[src/rtl/blank_pkg.sv]
package blank_pkg;

    parameter int DUR_W = 16;

    typedef enum logic [3:0] {
        ST_IDLE,
        ST_WAIT,
        ST_PRE,
        ST_LEAD,
        ST_CATH,
        ST_IPG,
        ST_ANOD,
        ST_TRAIL,
        ST_POST
    } seq_state_t;

    typedef struct packed {
        logic [DUR_W-1:0] lead;
        logic [DUR_W-1:0] cath;
        logic [DUR_W-1:0] ipg;
        logic [DUR_W-1:0] anod;
        logic [DUR_W-1:0] trail;
    } dur_set_t;

    // successor of a timed state, skipping zero-length optional states
    function automatic seq_state_t step_from(seq_state_t s, dur_set_t d);
        case (s)
            ST_PRE:   return (d.lead  != '0) ? ST_LEAD  : ST_CATH;
            ST_LEAD:  return ST_CATH;
            ST_CATH:  return (d.ipg   != '0) ? ST_IPG   : ST_ANOD;
            ST_IPG:   return ST_ANOD;
            ST_ANOD:  return (d.trail != '0) ? ST_TRAIL : ST_POST;
            ST_TRAIL: return ST_POST;
            default:  return ST_IDLE;
        endcase
    endfunction

    // number of cycles spent in a state
    function automatic logic [DUR_W-1:0] span_of(seq_state_t s, dur_set_t d);
        case (s)
            ST_LEAD:  return d.lead;
            ST_CATH:  return d.cath;
            ST_IPG:   return d.ipg;
            ST_ANOD:  return d.anod;
            ST_TRAIL: return d.trail;
            default:  return DUR_W'(1);
        endcase
    endfunction

    function automatic logic in_window(seq_state_t s);
        return (s == ST_PRE)  || (s == ST_LEAD) || (s == ST_CATH) ||
               (s == ST_IPG)  || (s == ST_ANOD) || (s == ST_TRAIL) ||
               (s == ST_POST);
    endfunction

endpackage

[src/rtl/bs_fsm.sv]
module bs_fsm
    import blank_pkg::*;
(
    input  logic       clk,
    input  logic       rst,
    input  logic       trig,
    input  logic       align_in,
    input  dur_set_t   dur_in,
    input  logic       adc_req,
    output seq_state_t st,
    output logic       align_q,
    output logic       cfg_err,
    output logic       drop_evt
);

    dur_set_t         dq;
    logic [DUR_W-1:0] cnt;
    seq_state_t       nx;
    logic             bad_cfg;

    always_comb begin
        nx       = step_from(st, dq);
        bad_cfg  = (dur_in.cath == '0) || (dur_in.anod == '0);
        drop_evt = trig && (st != ST_IDLE);
    end

    always_ff @(posedge clk) begin
        if (rst) begin
            st      <= ST_IDLE;
            cnt     <= '0;
            dq      <= '0;
            align_q <= 1'b0;
            cfg_err <= 1'b0;
        end else begin
            case (st)
                ST_IDLE: begin
                    if (trig) begin
                        if (bad_cfg) begin
                            cfg_err <= 1'b1;
                        end else begin
                            cfg_err <= 1'b0;
                            dq      <= dur_in;
                            align_q <= align_in;
                            cnt     <= '0;
                            st      <= align_in ? ST_WAIT : ST_PRE;
                        end
                    end
                end
                ST_WAIT: begin
                    if (adc_req) begin
                        st  <= ST_PRE;
                        cnt <= '0;
                    end
                end
                default: begin
                    if (cnt == '0) begin
                        st  <= nx;
                        cnt <= span_of(nx, dq) - DUR_W'(1);
                    end else begin
                        cnt <= cnt - DUR_W'(1);
                    end
                end
            endcase
        end
    end

    AST_REJECT_ZERO: assert property (@(posedge clk) disable iff (rst)
        (st == ST_IDLE && trig && bad_cfg) |=> (st == ST_IDLE && cfg_err));

    AST_BUSY_HOLDS_MODE: assert property (@(posedge clk) disable iff (rst)
        (st != ST_IDLE && $past(st) != ST_IDLE) |-> $stable(align_q));

    AST_WAIT_TO_PRE: assert property (@(posedge clk) disable iff (rst)
        (st == ST_WAIT && adc_req) |=> (st == ST_PRE));

endmodule

[src/rtl/bs_outmap.sv]
module bs_outmap
    import blank_pkg::*;
(
    input  logic       clk,
    input  logic       rst,
    input  seq_state_t st,
    input  logic       align_q,
    input  logic       adc_req,
    output logic       ph_cath,
    output logic       ph_gap,
    output logic       ph_anod,
    output logic       blank,
    output logic       hold_valid,
    output logic       adc_strobe,
    output logic       hold_repeat
);

    logic suppress;

    always_comb begin
        ph_cath    = (st == ST_CATH);
        ph_gap     = (st == ST_IPG);
        ph_anod    = (st == ST_ANOD);
        blank      = in_window(st);
        hold_valid = align_q && in_window(st);
        suppress   = align_q && in_window(st);
    end

    always_ff @(posedge clk) begin
        if (rst) begin
            adc_strobe  <= 1'b0;
            hold_repeat <= 1'b0;
        end else begin
            adc_strobe  <= adc_req && !suppress;
            hold_repeat <= adc_req && suppress;
        end
    end

    AST_ONE_PHASE: assert property (@(posedge clk) disable iff (rst)
        $onehot0({ph_cath, ph_gap, ph_anod}));

    AST_PHASE_IN_BLANK: assert property (@(posedge clk) disable iff (rst)
        (ph_cath || ph_gap || ph_anod) |-> blank);

    AST_BLANK_LEADS: assert property (@(posedge clk) disable iff (rst)
        $rose(ph_cath) |-> $past(blank));

    AST_BLANK_TRAILS: assert property (@(posedge clk) disable iff (rst)
        $fell(blank) |-> !$past(ph_anod));

    AST_ANOD_ORDER: assert property (@(posedge clk) disable iff (rst)
        $rose(ph_anod) |-> ($past(ph_gap) || $past(ph_cath)));

    AST_STROBE_CLEAR: assert property (@(posedge clk) disable iff (rst)
        (adc_strobe && align_q) |-> !(ph_cath || ph_gap || ph_anod));

    AST_STROBE_XOR: assert property (@(posedge clk) disable iff (rst)
        !(adc_strobe && hold_repeat));

endmodule

[src/rtl/bs_ovr.sv]
module bs_ovr #(
    parameter int OVR_W = 8
) (
    input  logic             clk,
    input  logic             rst,
    input  logic             evt,
    output logic [OVR_W-1:0] count
);

    localparam logic [OVR_W-1:0] TOP = {OVR_W{1'b1}};

    always_ff @(posedge clk) begin
        if (rst) begin
            count <= '0;
        end else if (evt && count != TOP) begin
            count <= count + OVR_W'(1);
        end
    end

    AST_NO_OVERFLOW: assert property (@(posedge clk) disable iff (rst)
        (count == TOP) |=> (count == TOP));

    AST_STEP_ONE: assert property (@(posedge clk) disable iff (rst)
        (!evt) |=> $stable(count));

endmodule

[src/rtl/blank_seq_top.sv]
module blank_seq_top
    import blank_pkg::*;
#(
    parameter int OVR_W = 8
) (
    input  logic             clk,
    input  logic             rst,
    input  logic             trig,
    input  logic             align_mode,
    input  logic [DUR_W-1:0] lead_cyc,
    input  logic [DUR_W-1:0] cath_cyc,
    input  logic [DUR_W-1:0] ipg_cyc,
    input  logic [DUR_W-1:0] anod_cyc,
    input  logic [DUR_W-1:0] trail_cyc,
    input  logic             adc_req,
    output logic             stim_cath,
    output logic             stim_gap,
    output logic             stim_anod,
    output logic             rec_blank,
    output logic             adc_strobe,
    output logic             hold_valid,
    output logic             hold_repeat,
    output logic             cfg_err,
    output logic [OVR_W-1:0] ovr_count
);

    dur_set_t   dur_in;
    seq_state_t st;
    logic       align_q;
    logic       drop_evt;

    always_comb begin
        dur_in.lead  = lead_cyc;
        dur_in.cath  = cath_cyc;
        dur_in.ipg   = ipg_cyc;
        dur_in.anod  = anod_cyc;
        dur_in.trail = trail_cyc;
    end

    bs_fsm u_fsm (
        .clk      (clk),
        .rst      (rst),
        .trig     (trig),
        .align_in (align_mode),
        .dur_in   (dur_in),
        .adc_req  (adc_req),
        .st       (st),
        .align_q  (align_q),
        .cfg_err  (cfg_err),
        .drop_evt (drop_evt)
    );

    bs_outmap u_map (
        .clk         (clk),
        .rst         (rst),
        .st          (st),
        .align_q     (align_q),
        .adc_req     (adc_req),
        .ph_cath     (stim_cath),
        .ph_gap      (stim_gap),
        .ph_anod     (stim_anod),
        .blank       (rec_blank),
        .hold_valid  (hold_valid),
        .adc_strobe  (adc_strobe),
        .hold_repeat (hold_repeat)
    );

    bs_ovr #(.OVR_W(OVR_W)) u_ovr (
        .clk   (clk),
        .rst   (rst),
        .evt   (drop_evt),
        .count (ovr_count)
    );

endmodule

[config.mk]
export PLATFORM = sky130hd
export DESIGN_NAME = blank_seq_top
export DESIGN_NICKNAME = d
export VERILOG_FILES = /design/src/rtl/blank_pkg.sv /design/src/rtl/bs_fsm.sv /design/src/rtl/bs_outmap.sv /design/src/rtl/bs_ovr.sv /design/src/rtl/blank_seq_top.sv
export SDC_FILE = /design/constraint.sdc
export NUM_CORES = 1
export LEC_CHECK = 0
export BUFFER_PORTS_ARGS = -buffer_cell sky130_fd_sc_hd__buf_2
export CAP_MARGIN = 20
export CORE_ASPECT_RATIO = 1.2
export CORE_UTILIZATION = 40
export CTS_CLUSTER_DIAMETER = 60
export DETAILED_ROUTE_END_ITERATION = 7
export SLEW_MARGIN = 25
export SYNTH_ARGS = -nofsm -noshare
export SYNTH_HDL_FRONTEND = slang
export SYNTH_HIERARCHICAL = 1
export SYNTH_SLANG_ARGS = --single-unit
[constraint.sdc]
create_clock -name clk -period 3.38 [get_ports clk]
set_input_delay 0.845 -clock clk [delete_from_list [all_inputs] [get_ports clk]]
set_output_delay 0.845 -clock clk [all_outputs]
set_load 0.02 [all_outputs]
# Yosys cells after proc, flatten, opt, wreduce, memory -nomap -nowiden
# Index checks and enable logic that the tools add are counted.
dict set report word_totals {
  regBits 112
  input_bits 85
  output_inout_bits 16
  word_cells 80
}
dict set report op_classes {
  addsub 3
  eq_ne 17
  n_mux 20
  n_bitwise 1
  reduce_logical 27
}
# operator count
set op_table {}
lappend op_table {{$mux 16} 7}
lappend op_table {{$pmux 16 s5} 1}
lappend op_table {{$logic_not 16->1} 3}
lappend op_table {{$reduce_bool 16->1} 3}
lappend op_table {{$eq 4x3->1 const B} 8}
lappend op_table {{$pmux 16 s2} 1}
lappend op_table {{$sub 16x1->16 const B} 2}
lappend op_table {{$pmux 4 s6} 1}
lappend op_table {{$mux 4} 5}
lappend op_table {{$eq 4x2->1 const B} 3}
lappend op_table {{$add 8x1->8 const B} 1}
lappend op_table {{$ne 8x8->1 const B} 1}
lappend op_table {{$pmux 4 s2} 1}
lappend op_table {{$logic_or 1x1->1} 7}
lappend op_table {{$ne 2x2->1 const B} 3}
lappend op_table {{$reduce_and 3->1} 2}
lappend op_table {{$logic_and 1x1->1} 5}
lappend op_table {{$eq 4x1->1 const B} 1}
lappend op_table {{$eq 4x4->1 const B} 1}
lappend op_table {{$logic_not 4->1} 1}
lappend op_table {{$mux 2} 2}
lappend op_table {{$reduce_and 4->1} 1}
lappend op_table {{$reduce_bool 4->1} 1}
lappend op_table {{$mux 3} 1}
lappend op_table {{other kinds (6)} 6}

# Logic depth before layout (Yosys ltp)
# Gate-level depths: netlist of the first run.
dict set report logic_depth {
  word_depth 11
  ltp_mapped 11
  depth_no_buf 10
}

# Hierarchy
# Netlist of the first run, hierarchy kept.
# module instances cells_per_inst area_per_inst_um2 seq_area_each_um2
set by_module_without_submodules {}
lappend by_module_without_submodules {bs_fsm 1 632 5007.3 2042.0}
lappend by_module_without_submodules {bs_ovr 1 46 430.4 160.2}
lappend by_module_without_submodules {bs_outmap 1 16 145.1 40.0}

# Least setup slack after synthesis of the first run
# No wires, ideal clock.
dict set report synth_path {
  path_kind {flip-flop to flip-flop}
  from {reg u_fsm/dq[79] (netlist name)}
  to {reg u_fsm.cnt[2]}
  setup_ns 0.128
  arrival_time_ns 2.562
  required_time_ns 3.252
  slack_ns 0.691
  stages_incl_launch_ff 10
  path_buffers 0
  cell_sequence {dfxtp_1 or4_4 o41ai_4 nand2_1 o221ai_1 nand2_1 ha_1 or3_1 a32oi_1 nor2_1}
}
dict set report synth_via {
  elab_chain_cells 11
  word_cells_on_any_way 15
  classes_between {1 x add/sub; 5 x eq/ne; 8 x mux; 1 x reduce/logical}
}
# item line
set synth_rtl {}
lappend synth_rtl {{start: declaration} bs_fsm.sv:16} ;# dur_set_t dq;
lappend synth_rtl {{start signal: assignment} bs_fsm.sv:42} ;# dq <= dur_in;
lappend synth_rtl {{$reduce_bool 16->1 (*)} blank_pkg.sv:28} ;# ST_PRE: return (d.lead != '0) ? ST_LEAD : ST_CATH;
lappend synth_rtl {{$mux 3 (*)} blank_pkg.sv:28}
lappend synth_rtl {{$pmux 4 s6 (*)} blank_pkg.sv:27} ;# case (s)
lappend synth_rtl {{$eq 4x3->1 / $eq 4x2->1 (equally long branches)} blank_pkg.sv:40} ;# case (s)
lappend synth_rtl {{$pmux 16 s5 (*)} blank_pkg.sv:40}
lappend synth_rtl {{$mux 16 (*)} bs_fsm.sv:56} ;# if (cnt == '0) begin
lappend synth_rtl {{$mux 16 (*)} bs_fsm.sv:35} ;# case (st)
lappend synth_rtl {{$mux 16 (*)} bs_fsm.sv:28} ;# if (rst) begin
lappend synth_rtl {{$sub 16x1->16 (*)} bs_fsm.sv:58} ;# cnt <= span_of(nx, dq) - DUR_W'(1);
lappend synth_rtl {{$mux 16 (*)} bs_fsm.sv:56}
lappend synth_rtl {{$pmux 16 s2 (*)} bs_fsm.sv:35}
lappend synth_rtl {{end signal: assignment} bs_fsm.sv:58}
lappend synth_rtl {{end signal: assignment} bs_fsm.sv:60} ;# cnt <= cnt - DUR_W'(1);
lappend synth_rtl {{end: declaration} bs_fsm.sv:17} ;# logic [DUR_W-1:0] cnt;
# Mark *: on every way between the ends. The rest lies on a longest branch, timed or not. The select of a mux whose other input is x is not followed.
# A chain may end at the register's enable or synchronous reset.

# Final worst setup path of the first run
dict set report layout_path {
  from {reg u_fsm/dq[66] (netlist name)}
  to {reg u_fsm.cnt[14]}
}
dict set report layout_via {
  elab_chain_cells 11
  word_cells_on_any_way 15
  classes_between {1 x add/sub; 5 x eq/ne; 8 x mux; 1 x reduce/logical}
}
# item line
set layout_rtl {}
lappend layout_rtl {{$reduce_bool 16->1} blank_pkg.sv:28}
lappend layout_rtl {{$mux 3} blank_pkg.sv:28}
lappend layout_rtl {{$pmux 4 s6} blank_pkg.sv:27}
lappend layout_rtl {{$eq 4x3->1 / $eq 4x2->1 (equally long branches)} blank_pkg.sv:40}
lappend layout_rtl {{$pmux 16 s5 (*)} blank_pkg.sv:40}
lappend layout_rtl {{$mux 16 (*)} bs_fsm.sv:56}
lappend layout_rtl {{$mux 16 (*)} bs_fsm.sv:35}
lappend layout_rtl {{$mux 16 (*)} bs_fsm.sv:28}
lappend layout_rtl {{$sub 16x1->16 (*)} bs_fsm.sv:58}
lappend layout_rtl {{$mux 16 (*)} bs_fsm.sv:56}
lappend layout_rtl {{$pmux 16 s2 (*)} bs_fsm.sv:35}
# Marks and branches as above.

==> key figures, run 1 <==
Floorplanning
  • Ports: 101
  • Horiz. Die Dim: 110 um
  • DIE AREA: 0.0144 mm2
  • Initial Util: 0.416
  • Die span in y: 131 um
  • Row Count: 46
  • Core area: 0.0134 mm2

Clock tree
  • Clock slew at reported path FFs: 0.07 ns
  • CTS tree: built
  • CTS buffer count: 9
  • Setup Buffers After CTS: 0
  • Post-CTS Resized: 0
  • Worst skew pair latency: 0.36 ns
  • Clk sink count: 112
  • Root Driver: clkbuf_16
  • Cts hold-fix bufs: 0
  • CTS H-tree lvls: 3
  • Max Root-Sink Buffers: 2

Route
  • WL per Instance: 17.9 um
  • Routed vias/inst: 5.66
  • DRC: 0
  • DR pass1 iterations: 5
  • Starting DRT DRC Count: 464
  • Routed WL: 17100 um
  • Vias: 5405
  • Remaining antenna violation count: 0

Run
  • Max-cap violations: 0

Worst setup path
  • Worst flop-to-flop path startpoint: u_fsm/dq[66]
  • CP Launch Point: u_fsm/dq[66]
  • Startpoint Class: flop
  • Setup crit end kind: flop
  • CP Data Required Time: 3.63 ns
  • Worst Path Arrival: 3.46 ns
  • Reg2Reg Setup Slack: 0.16 ns
  • Worst Path Max Fanout: 7
  • R2R depth: 9
  • Crit path to: u_fsm/cnt[14]
  • FF-to-FF End: u_fsm/cnt[14]
  • Critical path class: flop to flop

GRT
  • First-pass GRT wire length: 26500 um
  • Antenna violations before repair: 0
  • GR Util All Layers: 0.243
  • Largest net degree at the start of global routing: 82
  • Via count of the first global-routing pass: 4947
  • Gr ovfl total: 0

STA
  • Worst-Margin Slew: 0.961 ns
  • Min Tclk post-route: 3.22 ns
  • Post-route setup slack: 0.164 ns
  • Clock Skew: 0.00818 ns
  • Sum Neg Setup Slack: 0 ns
  • Fmax: 0.311 GHz
  • Max Slew Vio Count: 0
  • Final Hold Vio Count: 0
  • RSZ-0062 raised after global routing: false
  • Slew headroom: 0.350
  • Fin crit share: 0.952
  • Setup violations, final: 0

Finish
  • Cell Count, Final, Fillers Out: 955
  • N_diodes: 0
  • Commonest cells after routing, fill and taps aside: nand2_1, dfxtp_1, buf_2
  • Layout area overhead: 18.6%
  • Ratio of cells with drive above 1 in the final layout: 0.206
  • Util after Layout: 0.494
  • Fin nets: 869
  • Fillcell total: 1344
  • Commonest non-fill, non-tap cell in the layout: nand2_1

Place
  • Pre-CTS setup slack: 0.228 ns
  • Placed Cells: 939
  • Port Buffer Count: 100
  • Dpl hpwl: 13200 um
  • GPL Wtd Cong: 0.948

Yosys
  • Post-synthesis sequential area ratio: 0.402
  • Syn nets: 781
  • Netlist Area Pre-Place: 0.00558 mm2
  • Post-synth EDFFs: 0
  • Synth unique cells: 68
  • Synth warn: 6
  • Syn avg cell area: 8.04 um2
  • Post-synth ARST share: 0
  • Synth Instances: 694
  • Main synth FF type: dfxtp_1
  • Flops & latches, synth: 112

Status
  • Outcome: complete, no violations

Power and ir drop
  • Leak pwr: 0.00259 uW
  • Cell Pwr Density: 811 mW/mm2
  • Post-layout total power: 5370 uW
  • Max VDD drop: 0.000396 V

Worst hold path
  • HP Class: flop to flop
==> per-layer routing <==
metal / part of all wire / global-route usage
met1: 0.45 / 0.328
met2: 0.46 / 0.368
met3: 0.052 / 0.0422
met4: 0.034 / 0.117
met5: 0 / 0
==> logic make-up after synthesis <==
kind of cell	Yosys count	share of synthesized area
XOR/XNOR	13	0.0204
flip-flops	112	0.402
AO/OA/AOI/OAI	185	0.223
adder cells (fa/ha/maj)	2	0.00448
multiplexers	14	0.0260
buffers and inverters	49	0.0392
AND/OR/NAND/NOR	319	0.286
==> how the worst min path moves through the flow <==
stage / start / to / slack (ns) / depth (start not counted)
2_1_floorplan: u_fsm/dq[17] / u_fsm/dq[17] / 0.44 / 2
3_3_place_gp: u_fsm/dq[49] / u_fsm/dq[49] / 0.45 / 2
3_5_place_dp: u_fsm/dq[29] / u_fsm/dq[29] / 0.46 / 2
4_1_cts: u_fsm/dq[29] / u_fsm/dq[29] / 0.47 / 2
5_1_grt: u_fsm/dq[25] / u_fsm/dq[25] / 0.49 / 2
6_report: u_fsm/dq[48] / u_fsm/dq[48] / 0.47 / 2
==> critical path, cell delays in order (launching register included) <==
cell and delay (ns):
dfxtp_1 0.33, or4_1 0.60, o41ai_4 0.51, a31oi_1 0.22, a311oi_1 0.65, nor4_2 0.15
nand4_2 0.20, nor3_2 0.07, xnor2_1 0.14, a22o_1 0.23
==> report_power, final <==
group / internal (uW) / total, uW / switching, uW
sequential: 1580 / 1880 / 304
clock: 748 / 1230 / 484
combinational: 929 / 2260 / 1330
==> cell usage after synthesis, types with 4 or more instances <==
master    number  area [um2]
inv_1          5        18.8
buf_2          4        20.0
a211oi_1       4        30.0
o21ai_0        6        30.0
nor3_1         7        35.0
nand2_1      188         706
a311oi_1       7        61.3
nor4_4         4        85.1
a31oi_1        5        31.3
nand3b_1       5        37.5
a221o_1        6        60.1
nand4_1       10        62.6
xor2_1         6        52.6
a221oi_1       4        35.0
a21oi_1       98         490
dfxtp_1      112        2240
nand2b_1       4        25.0
a21boi_0       4        30.0
buf_4          4        30.0
a22oi_1        9        67.6
nand3_1       13        65.1
xnor2_1        7        61.3
mux2i_1       13         130
nor4_1        20         125
clkbuf_1      33         124
a22o_1        11        96.3
o21bai_1       9        67.6
and2_1         5        31.3
nor2_1        30         113
==> through the flow <==
stage / area (um2) / hold WS, ns
detailed placement: 6270 / 0.460
global placement: 6270 / 0.449
floorplan: 5580 / 0.436
CTS: 6620 / 0.470
finish: 6620 / 0.467
global route: 6620 / 0.488
==> cell type report <==
cell class	count	area, um2	area share
inverters	6	22.5	0.00340
clock buffers	10	239	0.0361
multi-input cells	533	3130	0.472
repair buffers	120	663	0.100
well taps	168	210	0.0317
clock inverters	6	116	0.0176
flip-flops and latches	112	2240	0.339
==> state kept, by name (all words and copies together), names as in the netlist <==
signal             count
u_fsm/cnt             16
u_fsm/cfg_err          1
u_map/hold_repeat      1
u_ovr/count            8
u_fsm/align_q          1
u_fsm/st               4
u_fsm/dq              80
u_map/adc_strobe       1
Note: power is estimated with default switching activity, not from simulation.
==> run 2: changes to the inputs <==
Settings changed: PLACE_DENSITY set to 0.69, SYNTH_HIERARCHICAL 1 to unset.
==> run 2 against run 1 <==
Critical path type unchanged. Sequential share of layout area decreased by 1.2 points. Maximum frequency decreased by 3.4%. Synthesized area decreased by 1.6%. Count of clock-buffer cells in the layout increased by 2.
==> key figures, run 2 <==
Yosys
  • Main synth FF type: dfxtp_1
  • Syn nets: 798
  • Flops & latches, synth: 112
  • Most common cell in the netlist: nand2_1
  • Netlist Area Pre-Place: 0.00549 mm2
  • Leading area contributor after synthesis: dfxtp_1
  • Synth unique cells: 69
  • Synth warn: 0
  • Post-synth ARST share: 0
  • Syn avg cell area: 7.73 um2
  • Post-synthesis sequential area ratio: 0.408
  • Synth Instances: 711
  • Top cells by area, synth: dfxtp_1, nand2_1, a21oi_1
  • Post-synth EDFFs: 0
  • Top cell type's share of synthesized area: 0.408
  • Post-synth top cells: nand2_1, dfxtp_1, a21oi_1, clkbuf_1, nor2_1

Place
  • Port Buffer Count: 100
  • DP Area: 0.00650 mm2
  • GPL Wtd Cong: 0.989
  • Placed Cells: 992
  • Pre-CTS setup slack: 0.0785 ns
  • Dpl hpwl: 13400 um

Finish
  • Commonest non-fill, non-tap cell in the layout: nand2_1
  • Register bank with the most flops: u_fsm.dq
  • Biggest registers after layout: u_fsm.dq (80), u_fsm.cnt (16), u_ovr.count (8)
  • Commonest cells after routing, fill and taps aside: nand2_1, dfxtp_1, a21oi_1
  • Layout area overhead: 25.0%
  • Ratio of cells with drive above 1 in the final layout: 0.242
  • Cell Count, Final, Fillers Out: 1008
  • N_diodes: 0
  • Fin nets: 922
  • Finished Cell Area: 0.00687 mm2
  • Largest register FFs: 80

Route
  • Highest metal used: met4
  • Routed WL: 17600 um
  • WL per Instance: 17.4 um
  • DRC: 0
  • DR pass1 iterations: 5
  • Met2 WL: 7900 um
  • Starting DRT DRC Count: 560
  • M1 wire length: 7660 um
  • Met3 wire len: 1220 um
  • Remaining antenna violation count: 0
  • Vias: 5718
  • Routed vias/inst: 5.67

Clock tree
  • Max Root-Sink Buffers: 2
  • CTS tree: built
  • Worst skew pair latency: 0.37 ns
  • Clk sink count: 112
  • CTS buffer count: 9
  • Cts hold-fix bufs: 0
  • Setup Buffers After CTS: 0
  • Clock slew at reported path FFs: 0.08 ns
  • Root Driver: clkbuf_16
  • CTS H-tree lvls: 3

Floorplanning
  • Initial Util: 0.413
  • Core area: 0.0133 mm2
  • Row Count: 46
  • Die span in y: 130 um
  • Horiz. Die Dim: 109 um
  • DIE AREA: 0.0142 mm2
  • Ports: 101

Power and ir drop
  • Max VDD drop: 0.000606 V
  • Flop pwr share: 0.257
  • Leak pwr: 0.00283 uW
  • Internal Power: 4170 uW
  • Logic pwr share: 0.587
  • Cell Pwr Density: 1070 mW/mm2
  • Switching part of the total power: 0.434
  • Net Switching: 3200 uW
  • Post-layout total power: 7370 uW
  • Part of the power in the clock network: 0.156

STA
  • Fmax: 0.300 GHz
  • Setup violations, final: 0
  • Final Hold Vio Count: 0
  • Clock Skew: 0.00861 ns
  • Min Tclk post-route: 3.33 ns
  • Slew headroom: 0.397
  • Worst-Margin Slew: 0.905 ns
  • Sum Neg Setup Slack: 0 ns
  • RSZ-0062 raised after global routing: true
  • Fin crit share: 0.985
  • Post-route setup slack: 0.0502 ns
  • Max Slew Vio Count: 0

Worst setup path
  • Setup crit end kind: flop
  • CP Data Required Time: 3.68 ns
  • CP Launch Point: u_fsm.st[2]
  • Worst flop-to-flop path startpoint: u_fsm.st[2]
  • Startpoint Class: flop
  • Critical path class: flop to flop
  • Worst Path Arrival: 3.63 ns
  • Worst Path Max Fanout: 14

GRT
  • First-pass GRT wire length: 27200 um
  • Gr ovfl total: 0
  • Antenna violations before repair: 0
  • GR Util All Layers: 0.254
  • Largest net degree at the start of global routing: 89
  • Via count of the first global-routing pass: 5156

Run
  • Max-cap violations: 0

Worst hold path
  • HP Class: flop to flop
  • Min-delay src: u_fsm.dq[56]

Status
  • Outcome: complete, no violations
==> run 2: cell count changes after synthesis, moves of 7 or more <==
cell	change
o21ai_0	+11
mux2i_1	-9
mux2_2	+8
a22o_1	-7
a311o_1	+7
a311oi_1	-7
==> run 2: power groups by stage <==
stage                     registers, uW  logic (uW)  clock network [uW]
final                              1890        4330                1150
after CTS                          1880        4190                1160
after global routing               1920        4710                1210
after global placement             1900        4160                   0
after floorplan                    1820        2700                   0
after detailed placement           1910        4180                   0
==> run 2: cell type report <==
cell class,instances,area (um2)
multi-input cells,551,3100
clock buffers,12,267
well taps,168,210
fillers,1313,6430
inverters,1,3.75
clock inverters,4,57.6
flip-flops and latches,112,2240
repair buffers,160,988
==> run 2: metrics by stage <==
stage                     utilization  hold WS [ns]
after floorplan                     -         0.432
after global placement          0.489         0.447
after detailed placement        0.489         0.453
after CTS                       0.514         0.463
after global routing            0.517         0.483
final                           0.517         0.461
==> run 2: layer usage <==
layer | up-vias | track usage
met3 | 42 | 0.0486
met4 | 0 | 0.142
met5 | - | 0
met1 | 2650 | 0.331
met2 | 227 | 0.394
li1 | 2799 | -
==> run 2: logic make-up after synthesis <==
kind of cell,Yosys count,synth area share
AND/OR/NAND/NOR,332,0.284
AO/OA/AOI/OAI,194,0.225
flip-flops,112,0.408
buffers and inverters,48,0.0362
multiplexers,13,0.0257
XOR/XNOR,10,0.0159
adder cells (fa/ha/maj),2,0.00455
==> run 2: repair_timing <==
item | in CTS | in global routing
hold endpoints to repair | 0 | 0
gates resized for setup | 0 | 6
setup endpoints to repair | 0 | 3
==> run 2: worst max-delay path, cell delays in order (launching register included) <==
cell and delay (ns):
dfxtp_1 0.38, buf_4 0.21, mux2_2 0.36, a22oi_1 0.19
o21bai_1 0.10, a211oi_2 0.23, a31oi_2 0.15, or4_4 0.53
or4b_1 0.55, or4_1 0.47, nand3_1 0.09
==> run 2: path summary, 6_finish.rpt <==
path / slack [ns] / to / depth (start not counted)
min: 0.46 / u_fsm.dq[56] / 2
max: 0.05 / u_fsm.cnt[15] / 10
max reg2reg: 0.05 / u_fsm.cnt[15] / 10
min reg2reg: 0.46 / u_fsm.dq[56] / 2
